File: src/rtl/phy_cfg_pkg.sv
package phy_cfg_pkg;

  localparam int BUS_AW   = 8;
  localparam int BUS_DW   = 8;
  localparam int N_COMMON = 38;
  localparam int N_PLL    = 6;

  // write program step layout (order is the bring-up sequence)
  localparam int STEP_OPEN  = 0;
  localparam int STEP_TBL0  = STEP_OPEN + 1;
  localparam int STEP_PLL0  = STEP_TBL0 + N_COMMON;
  localparam int STEP_TXCK  = STEP_PLL0 + N_PLL;
  localparam int STEP_LDIV  = STEP_TXCK + 1;
  localparam int STEP_TGLO  = STEP_LDIV + 1;
  localparam int STEP_TGHI  = STEP_TGLO + 1;
  localparam int STEP_CLOSE = STEP_TGHI + 1;
  localparam int N_STEPS    = STEP_CLOSE + 1;
  localparam int STEP_W     = $clog2(N_STEPS);

  localparam logic [5:0] RG_MODE = 6'd33;
  localparam logic [5:0] RG_STAT = 6'd34;
  localparam logic [5:0] RG_PLL0 = 6'd2;
  localparam logic [5:0] RG_TXCK = 6'd21;
  localparam logic [5:0] RG_LDIV = 6'd12;
  localparam logic [5:0] RG_TGLO = 6'd13;
  localparam logic [5:0] RG_TGHI = 6'd14;

  localparam int BIT_ALIGN = 1;
  localparam int BIT_MDONE = 7;
  localparam int BIT_LOCK  = 6;
  localparam int BIT_TXINV = 7;

  typedef enum logic [2:0] {
    SQ_IDLE,
    SQ_WRITE,
    SQ_READ,
    SQ_CHECK,
    SQ_WAIT
  } sq_state_t;

  function automatic logic [BUS_AW-1:0] reg_addr(input logic [5:0] r);
    return {r, 2'b00};
  endfunction

  // table slot -> register number (skips the per-mode registers)
  function automatic logic [5:0] tbl_reg(input logic [5:0] i);
    if (i < 6'd2)       return i;
    else if (i < 6'd6)  return i + 6'd6;
    else if (i < 6'd12) return i + 6'd9;
    else                return i + 6'd10;
  endfunction

  function automatic logic [7:0] tbl_val(input logic [5:0] r);
    case (r)
      6'd1:    return 8'hD1;
      6'd8:    return 8'h4F;
      6'd9:    return 8'h30;
      6'd10:   return 8'h33;
      6'd11:   return 8'h65;
      6'd15:   return 8'h80;
      6'd16:   return 8'h6C;
      6'd17:   return 8'hF2;
      6'd18:   return 8'h67;
      6'd20:   return 8'h10;
      6'd22:   return 8'h30;
      6'd23:   return 8'h32;
      6'd24:   return 8'h60;
      6'd25:   return 8'h8F;
      6'd28:   return 8'h08;
      6'd33:   return 8'h80;
      6'd41:   return 8'hE0;
      6'd42:   return 8'h83;
      6'd43:   return 8'h0F;
      6'd44:   return 8'h3E;
      6'd45:   return 8'hF8;
      default: return 8'h00;
    endcase
  endfunction

  function automatic logic [1:0] div_log2(input logic [3:0] d);
    if (d[3])      return 2'd3;
    else if (d[2]) return 2'd2;
    else if (d[1]) return 2'd1;
    else           return 2'd0;
  endfunction

endpackage

File: src/rtl/phy_cfg_rst_sync.sv
module phy_cfg_rst_sync (
  input  logic clk,
  input  logic rst_n,
  output logic rst_n_sync
);

  logic [1:0] sync_q;

  always_ff @(posedge clk or negedge rst_n) begin
    if (!rst_n) sync_q <= 2'b00;
    else        sync_q <= {sync_q[0], 1'b1};
  end

  assign rst_n_sync = sync_q[1];

endmodule

File: src/rtl/phy_cfg_wr_prog.sv
module phy_cfg_wr_prog
  import phy_cfg_pkg::*;
(
  input  logic [STEP_W-1:0]     step,
  input  logic [8*N_PLL-1:0]    pll_div,
  input  logic [3:0]            pix_div,
  input  logic [3:0]            lkd_div,
  input  logic [8:0]            lock_tgt,
  output logic [BUS_AW-1:0]     addr,
  output logic [BUS_DW-1:0]     data
);

  logic [7:0] pll_byte [N_PLL];

  for (genvar g = 0; g < N_PLL; g++) begin : g_pll
    assign pll_byte[g] = pll_div[8*g +: 8];
  end

  logic [5:0] tbl_idx;
  logic [5:0] tbl_r;
  logic [2:0] pll_idx;

  assign tbl_idx = 6'(step - STEP_W'(STEP_TBL0));
  assign tbl_r   = tbl_reg(tbl_idx);
  assign pll_idx = 3'(step - STEP_W'(STEP_PLL0));

  always_comb begin
    addr = '0;
    data = '0;
    if (step == STEP_W'(STEP_OPEN)) begin
      addr = reg_addr(RG_MODE);
      data = 8'(1 << BIT_ALIGN);
    end else if (step < STEP_W'(STEP_PLL0)) begin
      addr = reg_addr(tbl_r);
      data = tbl_val(tbl_r);
    end else if (step < STEP_W'(STEP_TXCK)) begin
      addr = reg_addr(RG_PLL0 + 6'(pll_idx));
      data = pll_byte[pll_idx];
    end else if (step == STEP_W'(STEP_TXCK)) begin
      addr = reg_addr(RG_TXCK);
      data = 8'(1 << BIT_TXINV) | {4'h0, pix_div};
    end else if (step == STEP_W'(STEP_LDIV)) begin
      addr = reg_addr(RG_LDIV);
      data = {2'b00, div_log2(lkd_div), 4'h0};
    end else if (step == STEP_W'(STEP_TGLO)) begin
      addr = reg_addr(RG_TGLO);
      data = lock_tgt[7:0];
    end else if (step == STEP_W'(STEP_TGHI)) begin
      addr = reg_addr(RG_TGHI);
      data = {4'd2, 3'd2, lock_tgt[8]};
    end else begin
      addr = reg_addr(RG_MODE);
      data = 8'(1 << BIT_MDONE) | 8'(1 << BIT_ALIGN);
    end
  end

endmodule

File: src/rtl/phy_cfg_poll_timer.sv
module phy_cfg_poll_timer #(
  parameter int POLL_CYC  = 6250,
  parameter int MAX_POLLS = 400
) (
  input  logic clk,
  input  logic rst_n,
  input  logic clr,
  input  logic load,
  input  logic run,
  input  logic chk,
  output logic gap_over,
  output logic last_poll
);

  localparam int TW = $clog2(POLL_CYC + 1);
  localparam int PW = $clog2(MAX_POLLS + 1);
  // read + check cycles are part of the spacing
  localparam logic [TW-1:0] GAP_LOAD = TW'(POLL_CYC - 3);

  logic [TW-1:0] gap_q, gap_d;
  logic          gap_en;
  logic [PW-1:0] polls_q, polls_d;
  logic          polls_en;

  always_comb begin
    gap_en = load | (run & (gap_q != '0));
    gap_d  = load ? GAP_LOAD : gap_q - TW'(1);
  end

  always_comb begin
    polls_en = clr | chk;
    polls_d  = clr ? '0 : polls_q + PW'(1);
  end

  always_ff @(posedge clk or negedge rst_n) begin
    if (!rst_n)      gap_q <= '0;
    else if (gap_en) gap_q <= gap_d;
  end

  always_ff @(posedge clk or negedge rst_n) begin
    if (!rst_n)        polls_q <= '0;
    else if (polls_en) polls_q <= polls_d;
  end

  assign gap_over  = (gap_q == '0);
  assign last_poll = (polls_q == PW'(MAX_POLLS - 1));


  poll_budget_chk: assert property (@(posedge clk) disable iff (!rst_n)
    chk |-> (polls_q < PW'(MAX_POLLS)));

endmodule

File: src/rtl/phy_cfg_seq.sv
module phy_cfg_seq
  import phy_cfg_pkg::*;
#(
  parameter int CLK_KHZ    = 125000,
  parameter int POLL_US    = 50,
  parameter int TIMEOUT_US = 20000
) (
  input  logic        clk,
  input  logic        rst_n,
  input  logic        start,
  input  logic [47:0] pll_div,
  input  logic [3:0]  pix_div,
  input  logic [3:0]  lkd_div,
  input  logic [8:0]  lock_tgt,
  output logic        bus_wr,
  output logic        bus_rd,
  output logic [7:0]  bus_addr,
  output logic [7:0]  bus_wdata,
  input  logic [7:0]  bus_rdata,
  output logic        done,
  output logic        lock_error
);

  localparam int POLL_CYC  = CLK_KHZ * POLL_US / 1000;
  localparam int MAX_POLLS = TIMEOUT_US / POLL_US;

  logic rst_n_s;

  phy_cfg_rst_sync u_rst (
    .clk        (clk),
    .rst_n      (rst_n),
    .rst_n_sync (rst_n_s)
  );

  sq_state_t         state_q, state_d;
  logic [STEP_W-1:0] step_q, step_d;
  logic              step_en;
  logic              done_q, done_d;
  logic              err_q, err_d;
  logic              cap_en;

  logic [47:0] pll_q;
  logic [3:0]  pix_q;
  logic [3:0]  lkd_q;
  logic [8:0]  tgt_q;

  logic        gap_over, last_poll;
  logic        tmr_load;
  logic [7:0]  prog_addr, prog_data;

  // next-state logic
  always_comb begin
    state_d  = state_q;
    step_d   = step_q;
    step_en  = 1'b0;
    done_d   = 1'b0;
    err_d    = err_q;
    cap_en   = 1'b0;
    tmr_load = 1'b0;
    case (state_q)
      SQ_IDLE: begin
        if (start) begin
          state_d = SQ_WRITE;
          step_d  = '0;
          step_en = 1'b1;
          err_d   = 1'b0;
          cap_en  = 1'b1;
        end
      end
      SQ_WRITE: begin
        if (step_q == STEP_W'(N_STEPS - 1)) begin
          state_d = SQ_READ;
        end else begin
          step_d  = step_q + STEP_W'(1);
          step_en = 1'b1;
        end
      end
      SQ_READ:  state_d = SQ_CHECK;
      SQ_CHECK: begin
        if (bus_rdata[BIT_LOCK]) begin
          state_d = SQ_IDLE;
          done_d  = 1'b1;
        end else if (last_poll) begin
          state_d = SQ_IDLE;
          done_d  = 1'b1;
          err_d   = 1'b1;
        end else begin
          state_d  = SQ_WAIT;
          tmr_load = 1'b1;
        end
      end
      SQ_WAIT: begin
        if (gap_over) state_d = SQ_READ;
      end
      default: state_d = SQ_IDLE;
    endcase
  end

  // registers
  always_ff @(posedge clk or negedge rst_n_s) begin
    if (!rst_n_s) begin
      state_q <= SQ_IDLE;
      done_q  <= 1'b0;
      err_q   <= 1'b0;
    end else begin
      state_q <= state_d;
      done_q  <= done_d;
      err_q   <= err_d;
    end
  end

  always_ff @(posedge clk or negedge rst_n_s) begin
    if (!rst_n_s)     step_q <= '0;
    else if (step_en) step_q <= step_d;
  end

  always_ff @(posedge clk or negedge rst_n_s) begin
    if (!rst_n_s) begin
      pll_q <= '0;
      pix_q <= '0;
      lkd_q <= '0;
      tgt_q <= '0;
    end else if (cap_en) begin
      pll_q <= pll_div;
      pix_q <= pix_div;
      lkd_q <= lkd_div;
      tgt_q <= lock_tgt;
    end
  end

  phy_cfg_wr_prog u_prog (
    .step     (step_q),
    .pll_div  (pll_q),
    .pix_div  (pix_q),
    .lkd_div  (lkd_q),
    .lock_tgt (tgt_q),
    .addr     (prog_addr),
    .data     (prog_data)
  );

  phy_cfg_poll_timer #(
    .POLL_CYC  (POLL_CYC),
    .MAX_POLLS (MAX_POLLS)
  ) u_tmr (
    .clk       (clk),
    .rst_n     (rst_n_s),
    .clr       (cap_en),
    .load      (tmr_load),
    .run       (state_q == SQ_WAIT),
    .chk       (state_q == SQ_CHECK),
    .gap_over  (gap_over),
    .last_poll (last_poll)
  );

  assign bus_wr     = (state_q == SQ_WRITE);
  assign bus_rd     = (state_q == SQ_READ);
  assign bus_addr   = bus_rd ? reg_addr(RG_STAT) : (bus_wr ? prog_addr : '0);
  assign bus_wdata  = bus_wr ? prog_data : '0;
  assign done       = done_q;
  assign lock_error = err_q;


  rd_wr_excl_chk: assert property (@(posedge clk) disable iff (!rst_n_s)
    !(bus_wr && bus_rd));


  rd_single_chk: assert property (@(posedge clk) disable iff (!rst_n_s)
    bus_rd |=> !bus_rd);


  done_pulse_chk: assert property (@(posedge clk) disable iff (!rst_n_s)
    done |=> !done);


  done_after_rd_chk: assert property (@(posedge clk) disable iff (!rst_n_s)
    $rose(done) |-> $past(bus_rd, 2));


  err_with_done_chk: assert property (@(posedge clk) disable iff (!rst_n_s)
    $rose(lock_error) |-> done);

endmodule

File: config.mk
export PLATFORM = sky130hd
export DESIGN_NAME = phy_cfg_seq
export DESIGN_NICKNAME = d
export VERILOG_FILES = /design/src/rtl/phy_cfg_pkg.sv /design/src/rtl/phy_cfg_rst_sync.sv /design/src/rtl/phy_cfg_wr_prog.sv /design/src/rtl/phy_cfg_poll_timer.sv /design/src/rtl/phy_cfg_seq.sv
export SDC_FILE = /design/constraint.sdc
export NUM_CORES = 1
export LEC_CHECK = 0
export ABC_AREA = 1
export BUFFER_PORTS_ARGS = -buffer_cell sky130_fd_sc_hd__buf_2
export CAP_MARGIN = 25
export CORE_MARGIN = 2
export CORE_UTILIZATION = 53
export DETAILED_ROUTE_END_ITERATION = 6
export GPL_TIMING_DRIVEN = 0
export PLACE_DENSITY = 0.87
export SETUP_SLACK_MARGIN = 0.5
export SLEW_MARGIN = 40
export SYNTH_ARGS = -nofsm -noshare
export SYNTH_HDL_FRONTEND = slang
export SYNTH_HIERARCHICAL = 1
export SYNTH_SLANG_ARGS = --single-unit
File: constraint.sdc
create_clock -name clk -period 3.6 [get_ports clk]
set_input_delay 0.18 -clock clk [delete_from_list [all_inputs] [get_ports clk]]
set_output_delay 0.18 -clock clk [all_outputs]
set_load 0.05 [all_outputs]
Yosys cells after proc, flatten, opt, wreduce, memory -nomap -nowiden
Memory sizes are Yosys's and may differ from the RTL's.
Cells that the tools add are included.

storage, ports and cells
  register bits = 100
  memory bits (read-only) = 512
  input port bits = 76
  output and inout port bits = 20
  logic and storage cells = 107
  memories kept = 1

cells by class
  add/sub/neg operators = 9
  order comparisons = 6
  equality and inequality tests = 16
  mux-type cells = 51
  bitwise gates (word level) = 4
  reductions and logical operators = 9

memory list
  name             depth  bits a word  read ports  clocked after memory_dff  write ports  line               RTL
  (no name shown)  64     8            1           0                         0            phy_cfg_pkg.sv:54  case (r)

operator list
  kind                   count
  $mux 8                 19
  $eq 6x6->1 const B     5
  $mux 6                 5
  $bmux 8 s3             1
  $mux 3                 5
  $pmux 3 s5             1
  $logic_not 13->1       1
  $mux 1                 13
  $mux 13                1
  $reduce_bool 13->1     1
  $sub 13x1->13 const B  1
  $add 6x4->6 const B    2
  $lt 6x6->1 const B     2
  $pmux 6 s2             1
  $ne 2x2->1 const B     5
  $add 9x1->9 const B    1
  $eq 9x9->1 const B     1
  $mux 9                 1
  $reduce_and 4->1       2
  $add 6x1->6 const B    1
  $add 6x3->6 const B    1
  $eq 3x2->1 const B     2
  $logic_not 6->1        1
  $lt 6x2->1 const B     1
  other kinds (17)       21

Depth between registers and ports, before layout
Gate-level depths: netlist of run 1.

  depth in word-level cells = 10
  depth in mapped cells = 26

Hierarchy
Netlist of run 1, hierarchy kept.

by module, submodules not included
  module              times used  cells an instance  area each (sq um)  seq. area each (sq um)
  phy_cfg_seq         1           386                3215.6             1901.8
  phy_cfg_wr_prog     1           381                2020.7             0.0
  phy_cfg_poll_timer  1           193                1382.6             550.5
  phy_cfg_rst_sync    1           3                  53.8               50.0

Worst setup path after synthesis of run 1
No wires, ideal clock.

  path type = reg-to-output
  from = reg step_q[0]
  to = out bus_wdata[7]
  data arrival time = 4.089 ns
  required time = 3.420 ns
  setup slack = -0.669 ns
  cell stages (with the launch flop) = 23
  path through = dfrtp_1 -> buf_2 -> inv_2 -> buf_2 -> buf_1 -> ha_1 -> clkbuf_1 -> inv_1 -> clkbuf_1 -> ha_1 -> nand2_1 -> xor2_1 -> nand2_1 -> nand2_1 -> nand2_1 -> nand2_2 -> buf_6 -> o21ai_1 -> nand2_1 -> nand3_1 -> nor2_1 -> inv_1 -> nor2_1

between the ends
  longest elaborated chain between the ends = 9
  elaborated cells between the ends (all ways) = 31
  classes of those cells = 5 x add/sub; 5 x order compare; 4 x eq/ne; 14 x mux; 1 x bitwise; 1 x reduce/logical; 1 x memory

RTL lines
  item                                           line                   RTL
  start: declaration                             phy_cfg_seq.sv:36      logic [STEP_W-1:0] step_q, step_d;
  start signal: assignment                       phy_cfg_seq.sv:114     else if (step_en) step_q <= step_d;
  $sub 6x1->6 (tied with other cells)            phy_cfg_wr_prog.sv:23  assign tbl_idx = 6'(step - STEP_W'(STEP_TBL0));
  $add 6x4->6 (tied with other cells)            phy_cfg_pkg.sv:50      else return i + 6'd10;
  $mux 6 (tied with other cells)                 phy_cfg_pkg.sv:49      else if (i < 6'd12) return i + 6'd9;
  $mux 6 (tied with other cells)                 phy_cfg_pkg.sv:48      else if (i < 6'd6) return i + 6'd6;
  $mux 6 (tied with other cells)                 phy_cfg_pkg.sv:47      if (i < 6'd2) return i;
  $mem_v2 64x8 / $mux 8 (equally long branches)  n/a
  $mux 8                                         phy_cfg_wr_prog.sv:33  end else if (step < STEP_W'(STEP_PLL0)) begin
  $mux 8 (*)                                     phy_cfg_wr_prog.sv:30  if (step == STEP_W'(STEP_OPEN)) begin
  named net prog_data[7]                         phy_cfg_seq.sv:49      logic [7:0] prog_addr, prog_data;
  $mux 8 (*)                                     phy_cfg_seq.sv:158     assign bus_wdata = bus_wr ? prog_data : '0;
  end: declaration                               phy_cfg_seq.sv:18      output logic [7:0] bus_wdata,

Mark *: on every way through the listed nets, which the timed path passes. The rest lies on a longest branch. The select of a mux whose other input is x is not followed.

Worst setup path in the final report of run 1
  from = reg step_q[0]
  to = out bus_wdata[0]

Same word-level chain as after synthesis.

==> run_results.csv, run 1 <==
group,metric,value,unit
outcome,status,"finished with violations",
outcome,violations,"setup timing",
worst_setup_path,setup.worst_path.class,"flop to output port",
timing,hold_ws,0.0259,ns
worst_setup_path,cp_common_cell,"nand2_1",
worst_setup_path,startpoint,"step_q[0]$_DFFE_PN0P_",
floorplanning,num_rows,40,
worst_setup_path,rrSetupSlack,1.33,ns
global_routing,grt_pass1_wl,30300,um
worst_setup_path,crit_slowest_cell,"dfrtp_2",
timing,finalMaxSlewViolations,0,
timing,fin_crit_sh,100,%
logic_synthesis,syn_area_per_cell,6.92,um2
placement,dp_hpwl,12800,um
logic_synthesis,synthesis.area,6640,um2
clocking,cts-root-buf,"clkbuf_16",
clocking,cts.sinks,99,
timing,hold_viol,0,
worst_setup_path,required,3.42,ns
timing,skew,0.00595,ns
worst_setup_path,critPathArrivalTime,3.43,ns
worst_setup_path,r2r_end,"u_tmr/gap_q[12]$_DFFE_PN0P_",
worst_setup_path,max_stage_delay,0.38,ns
timing,period_needed,3.61,ns
detailed_routing,firstDrtPassIters,6,
floorplanning,fp.dieH,116,um
worst_setup_path,crit_path_cell_trace,"buf_6, inv_8, buf_8, buf_8, ha_4, buf_4, nor2_4, nor2_8, o21ai_2, and2_4, buf_8, inv_8, buf_4, ha_1, inv_1, nand2_1, nand2_1, nand2_1, nand2_1, nand3_1, a21oi_2, inv_1, nor2_4, buf_6",
placement,gp_congestion,0.932,
global_routing,grt_max_degree,44,
cells_and_area,fillers,919,
cells_and_area,diodes,0,
floorplanning,die_w,116,um
floorplanning,dieArea,13400,um2
detailed_routing,antenna_left,0,
worst_setup_path,critPathLaunchType,"flop",
timing,slew_headroom,41.1,%
timing,setup_violations,1,
global_routing,grt_usage,28.4,%
clocking,cts.clk_slew.worst_paths,0.07,ns
timing,rsz0062_at_grt,"yes",
global_routing,antenna_found_initial,0,
job,max_cap_viol_count,0,
clocking,cts_buffer_depth,2,
detailed_routing,drt_wl_total,19300,um
worst_setup_path,endpoint_kind,"output port",
cells_and_area,seqCellArea,2480,um2
floorplanning,core-area,12100,um2
placement,io_buffers,85,
cells_and_area,areaGrowthSynthToFinish,27.4,%
timing,worst_slack,-0.0115,ns
worst_setup_path,path_delay_family,"buffers and inverters",
timing,max_freq,0.277,GHz
hold_path,hp-class,"input pin to flop",
hold_path,min_from,"pll_div[32]",
timing,worstMarginPinSlew,0.880,ns
floorplanning,ioPinCount,96,
detailed_routing,num_vias,6981,
worst_setup_path,critical_path_buf_inv_count,11,
global_routing,first_global_vias,6427,
global_routing,grt_overflow,0,
detailed_routing,drcViolationCount,0,
hold_path,hold_depth,3,
worst_setup_path,r2r-start,"u_tmr/polls_q[0]$_DFFE_PN0P_",
detailed_routing,avgRoutedWirePerCell,15.2,um
cells_and_area,multi_input_area,3910,um2
worst_setup_path,crit_fanout,5,
clocking,cts_tree,"yes",
detailed_routing,dr.first_iter.drc_count,913,
clocking,clkLatencyLatePin,0.34,ns
detailed_routing,routed_via_density,5.49,
clocking,htreeDepth,3,
worst_setup_path,reg2regPathDepth,11,
hold_path,holdPathEnd,"pll_q[32]$_DFFE_PN0N_",
logic_synthesis,synth_warnings,6,
cells_and_area,fin_nets,1196,
logic_synthesis,synthCells,959,
floorplanning,start_util,54.8,%
clocking,cts_buffers,9,
cells_and_area,drive_above_1_share,27.3,%
-- per-stage QoR --
step / util, % / cells / TNS, ns / cell area, um2 / setup slack, ns
2_1_floorplan: - / 960 / 0 / 6830 / 0.470
3_3_place_gp: 61.6 / 1213 / -0.0529 / 7460 / -0.0328
3_5_place_dp: 62.0 / 1215 / -0.00576 / 7510 / -0.00576
4_1_cts: 67.8 / 1261 / 0 / 8220 / 0.167
5_1_grt: 69.8 / 1272 / -0.527 / 8460 / -0.138
6_report: 69.8 / 1272 / -0.0115 / 8460 / -0.0115
-- per-layer routing --
| metal | global-route usage (%) | part of all wire, % | vias up |
|---|---|---|---|
| met5 | 0 | 0.026 | - |
| met4 | 11.7 | 3.5 | 2 |
| met3 | 4.39 | 7.3 | 76 |
| met2 | 47.4 | 49 | 397 |
| met1 | 37.2 | 40 | 3173 |
| li1 | - | - | 3333 |
-- layout by cell type (no fill, tap or decap), types with 7 or more instances in the layout --
| cell type | count |
|---|---|
| nand3_2 | 7 |
| o21ai_0 | 27 |
| clkbuf_16 | 12 |
| xor2_1 | 8 |
| a21oi_2 | 8 |
| ha_1 | 15 |
| nand2_4 | 8 |
| nand3_1 | 48 |
| a21oi_1 | 18 |
| nor2_1 | 66 |
| o21ai_1 | 12 |
| nor2_4 | 15 |
| nand2_1 | 376 |
| nor2_2 | 15 |
| dfrtp_1 | 95 |
| nand4_1 | 11 |
| buf_2 | 80 |
| inv_2 | 17 |
| inv_1 | 69 |
| nor3_1 | 9 |
| buf_6 | 13 |
| nand2_2 | 24 |
| buf_4 | 46 |
| buf_8 | 9 |
-- sequential cells by signal, summed over array words and instances (netlist names) --
name / cells
state_q: 3
step_q: 6
lock_error: 1
done: 1
tgt_q: 9
lkd_q: 3
u_tmr/polls_q: 9
u_tmr/gap_q: 13
pll_q: 48
u_rst/sync_q: 2
pix_q: 4
-- worst max-delay path by stage --
stage | end | depth (start not counted)
floorplan | bus_wdata[3] | 23
global placement | bus_wdata[7] | 18
detailed placement | bus_wdata[7] | 18
CTS | bus_wdata[2] | 26
global route | bus_wdata[4] | 24
finish | bus_wdata[0] | 24
-- final cells by class --
type | count | area share, %
multi-input combinational | 734 | 46.2
clock buffer | 10 | 2.83
inverter | 94 | 4.68
timing repair buffer | 128 | 10.5
buffer | 34 | 3.48
sequential | 99 | 29.4
tap | 168 | 2.49
clock inverter | 5 | 0.444
-- worst reg2reg max path, stage by stage, from the launching register on --
cell and delay [ns]:
dfrtp_1 0.39, ha_1 0.19, nand2_1 0.10, nor4_1 0.40
inv_1 0.09, nand3_1 0.12, inv_1 0.09, inv_1 0.13
clkbuf_1 0.38, nand3_1 0.15, nand2_1 0.08, nand2_1 0.06
-- timing repair --
item	in CTS	in global routing
resized for setup	61	44
endpoints found under the setup margin	14	13
cloned	3	1
setup buffers	27	10
pin swaps	28	26
endpoints found under the hold margin	2	0
hold buffers	1	0
Power of run 1 is left out: the tool's default activity adds up to more than one toggle a clock period on the data nets, which glitch-free logic cannot reach.
==> inputs of run 2 (changes only) <==
--- a/config.mk
+++ b/config.mk
@@ -9,10 +9,11 @@
 export BUFFER_PORTS_ARGS = -buffer_cell sky130_fd_sc_hd__buf_2
 export CAP_MARGIN = 25
 export CORE_MARGIN = 2
-export CORE_UTILIZATION = 53
+export CORE_UTILIZATION = 35
 export DETAILED_ROUTE_END_ITERATION = 6
 export GPL_TIMING_DRIVEN = 0
-export PLACE_DENSITY = 0.87
+export HOLD_SLACK_MARGIN = 0.1
+export PLACE_DENSITY = 0.62
 export SETUP_SLACK_MARGIN = 0.5
 export SLEW_MARGIN = 40
 export SYNTH_ARGS = -nofsm -noshare
==> constraint.sdc (replaced) <==
create_clock -name clk -period 4.7 [get_ports clk]
set_input_delay 0.235 -clock clk [delete_from_list [all_inputs] [get_ports clk]]
set_output_delay 0.235 -clock clk [all_outputs]
set_load 0.05 [all_outputs]
==> run_results.csv, run 2 (synthesis results as in run 1) <==
group,metric,value,unit
detailed_routing,firstDrtPassIters,5,
global_routing,grt_overflow,0,
floorplanning,num_rows,50,
cells_and_area,diodes,0,
cells_and_area,utilization,45.5,%
detailed_routing,drt_wl_total,18700,um
detailed_routing,drcViolationCount,0,
detailed_routing,avgRoutedWirePerCell,13.7,um
clocking,clkLatencyLatePin,0.35,ns
worst_setup_path,required,4.47,ns
hold_path,min_from,"pix_div[2]",
worst_setup_path,critPathLaunchType,"flop",
outcome,status,"finished, final reports clean",
detailed_routing,num_vias,6609,
floorplanning,die_w,142,um
cells_and_area,drive_above_1_share,19.3,%
cells_and_area,largest_reg_flops,48,
timing,max_freq,0.254,GHz
cells_and_area,areaGrowthSynthToFinish,27.8,%
global_routing,antenna_found_initial,0,
worst_setup_path,critPathArrivalTime,3.71,ns
timing,setup_violations,0,
worst_setup_path,endpoint_kind,"output port",
global_routing,grt_pass1_wl,30300,um
detailed_routing,dr.first_iter.drc_count,477,
clocking,htreeDepth,3,
timing,skew,0.00730,ns
clocking,cts_buffers,9,
worst_setup_path,crit_fanout,12,
timing,hold_viol,0,
timing,fin_crit_sh,83.9,%
placement,dp_hpwl,13600,um
timing,rsz0062_at_grt,"no",
placement,io_buffers,85,
global_routing,first_global_vias,6259,
cells_and_area,mostFrequentLayoutCells,"nand2_1, dfrtp_1, buf_2",
timing,period_needed,3.94,ns
cells_and_area,fin_nets,1218,
timing,finalMaxSlewViolations,0,
global_routing,grt_usage,18.9,%
job,max_cap_viol_count,0,
clocking,cts.clk_slew.worst_paths,0.07,ns
clocking,cts.sinks,99,
floorplanning,start_util,35.6,%
clocking,cts-root-buf,"clkbuf_16",
floorplanning,core-area,18600,um2
timing,hold_ws,0.0896,ns
cells_and_area,stdcell_area,8480,um2
floorplanning,ioPinCount,96,
worst_setup_path,r2r-start,"u_tmr/polls_q[0]$_DFFE_PN0P_",
hold_path,hp-class,"input pin to flop",
cells_and_area,regMostFlops,"pll_q",
placement,gp_congestion,0.932,
detailed_routing,routed_via_density,4.86,
floorplanning,fp.dieH,142,um
clocking,cts_tree,"yes",
detailed_routing,antenna_left,0,
timing,slew_headroom,41.1,%
global_routing,grt_max_degree,40,
worst_setup_path,startpoint,"step_q[0]$_DFFE_PN0P_",
cells_and_area,final_common_cell,"nand2_1",
clocking,cts_buffer_depth,2,
worst_setup_path,setup.worst_path.class,"flop to output port",
placement,placed_area,7410,um2
floorplanning,dieArea,20100,um2
timing,worstMarginPinSlew,0.881,ns
cells_and_area,largest_registers,"pll_q x48, u_tmr/gap_q x13",
run 2: metal layers:
layer  GRT usage, %  wire [um]  vias to the layer above
met5              0          0                        -
met4           6.53        340                        0
met3           2.83        809                       28
met2           31.5       8910                      158
met1           25.2       8600                     3052
li1               -          -                     3371
run 2: final timing paths:
path,end,slack (ns),cells past startpoint
setup / recovery,bus_wdata[3],0.76,24
max in group asynchronous,tgt_q[7]$_DFFE_PN0N_,3.65,2
min in group asynchronous,u_rst/sync_q[0]$_DFF_PN0_,0.21,2
hold / removal,pix_q[2]$_DFFE_PN0N_,0.09,3
hold reg to reg,u_tmr/gap_q[2]$_DFFE_PN0P_,0.26,0
setup reg to reg,u_tmr/gap_q[6]$_DFFE_PN0P_,2.47,11
run 2: area by class of cell:
cell class | count | area [um2]
plain buffers | 34 | 258
inverters | 94 | 363
repair buffers | 151 | 1130
fillers | 1910 | 10200
flip-flops and latches | 99 | 2480
multi-input cells | 733 | 3650
clock buffers | 9 | 225
well taps | 234 | 293
clock inverters | 7 | 75.1
run 2: repair_timing:
item / in CTS / in global routing
gates cloned: 0 / 0
gates resized for setup: 31 / 18
hold endpoints to repair: 59 / 0
setup buffers: 2 / 4
pin swaps: 1 / 1
hold buffers: 58 / 0
endpoints found under the setup margin: 14 / 11
run 2: per-stage QoR:
| step | setup slack [ns] | cells | TNS (ns) |
|---|---|---|---|
| finish | 0.755 | 1361 | 0 |
| global route | 0.503 | 1361 | 0 |
| CTS | 0.502 | 1357 | 0 |
| detailed placement | -0.590 | 1281 | -5.03 |
| global placement | -0.577 | 1279 | -4.98 |
| floorplan | 0.503 | 960 | 0 |
run 2: critical path, stage by stage, from the launching register on:
cell and delay [ns]:
dfrtp_2 0.39, buf_6 0.14, clkinv_4 0.10, buf_8 0.15
buf_12 0.14, ha_4 0.27, clkbuf_8 0.18, inv_4 0.11
buf_8 0.15, ha_2 0.20, nand2_1 0.08, xor2_1 0.16
nand2_1 0.07, nand2_1 0.09, nand2_1 0.09, nand2_2 0.08
buf_6 0.15, nand2_2 0.06, nand2_1 0.06, nor2_1 0.10
nand3_1 0.10, a21oi_1 0.14, inv_1 0.08, nor2_4 0.10
buf_6 0.16
Power of run 2 is left out for the same reason.
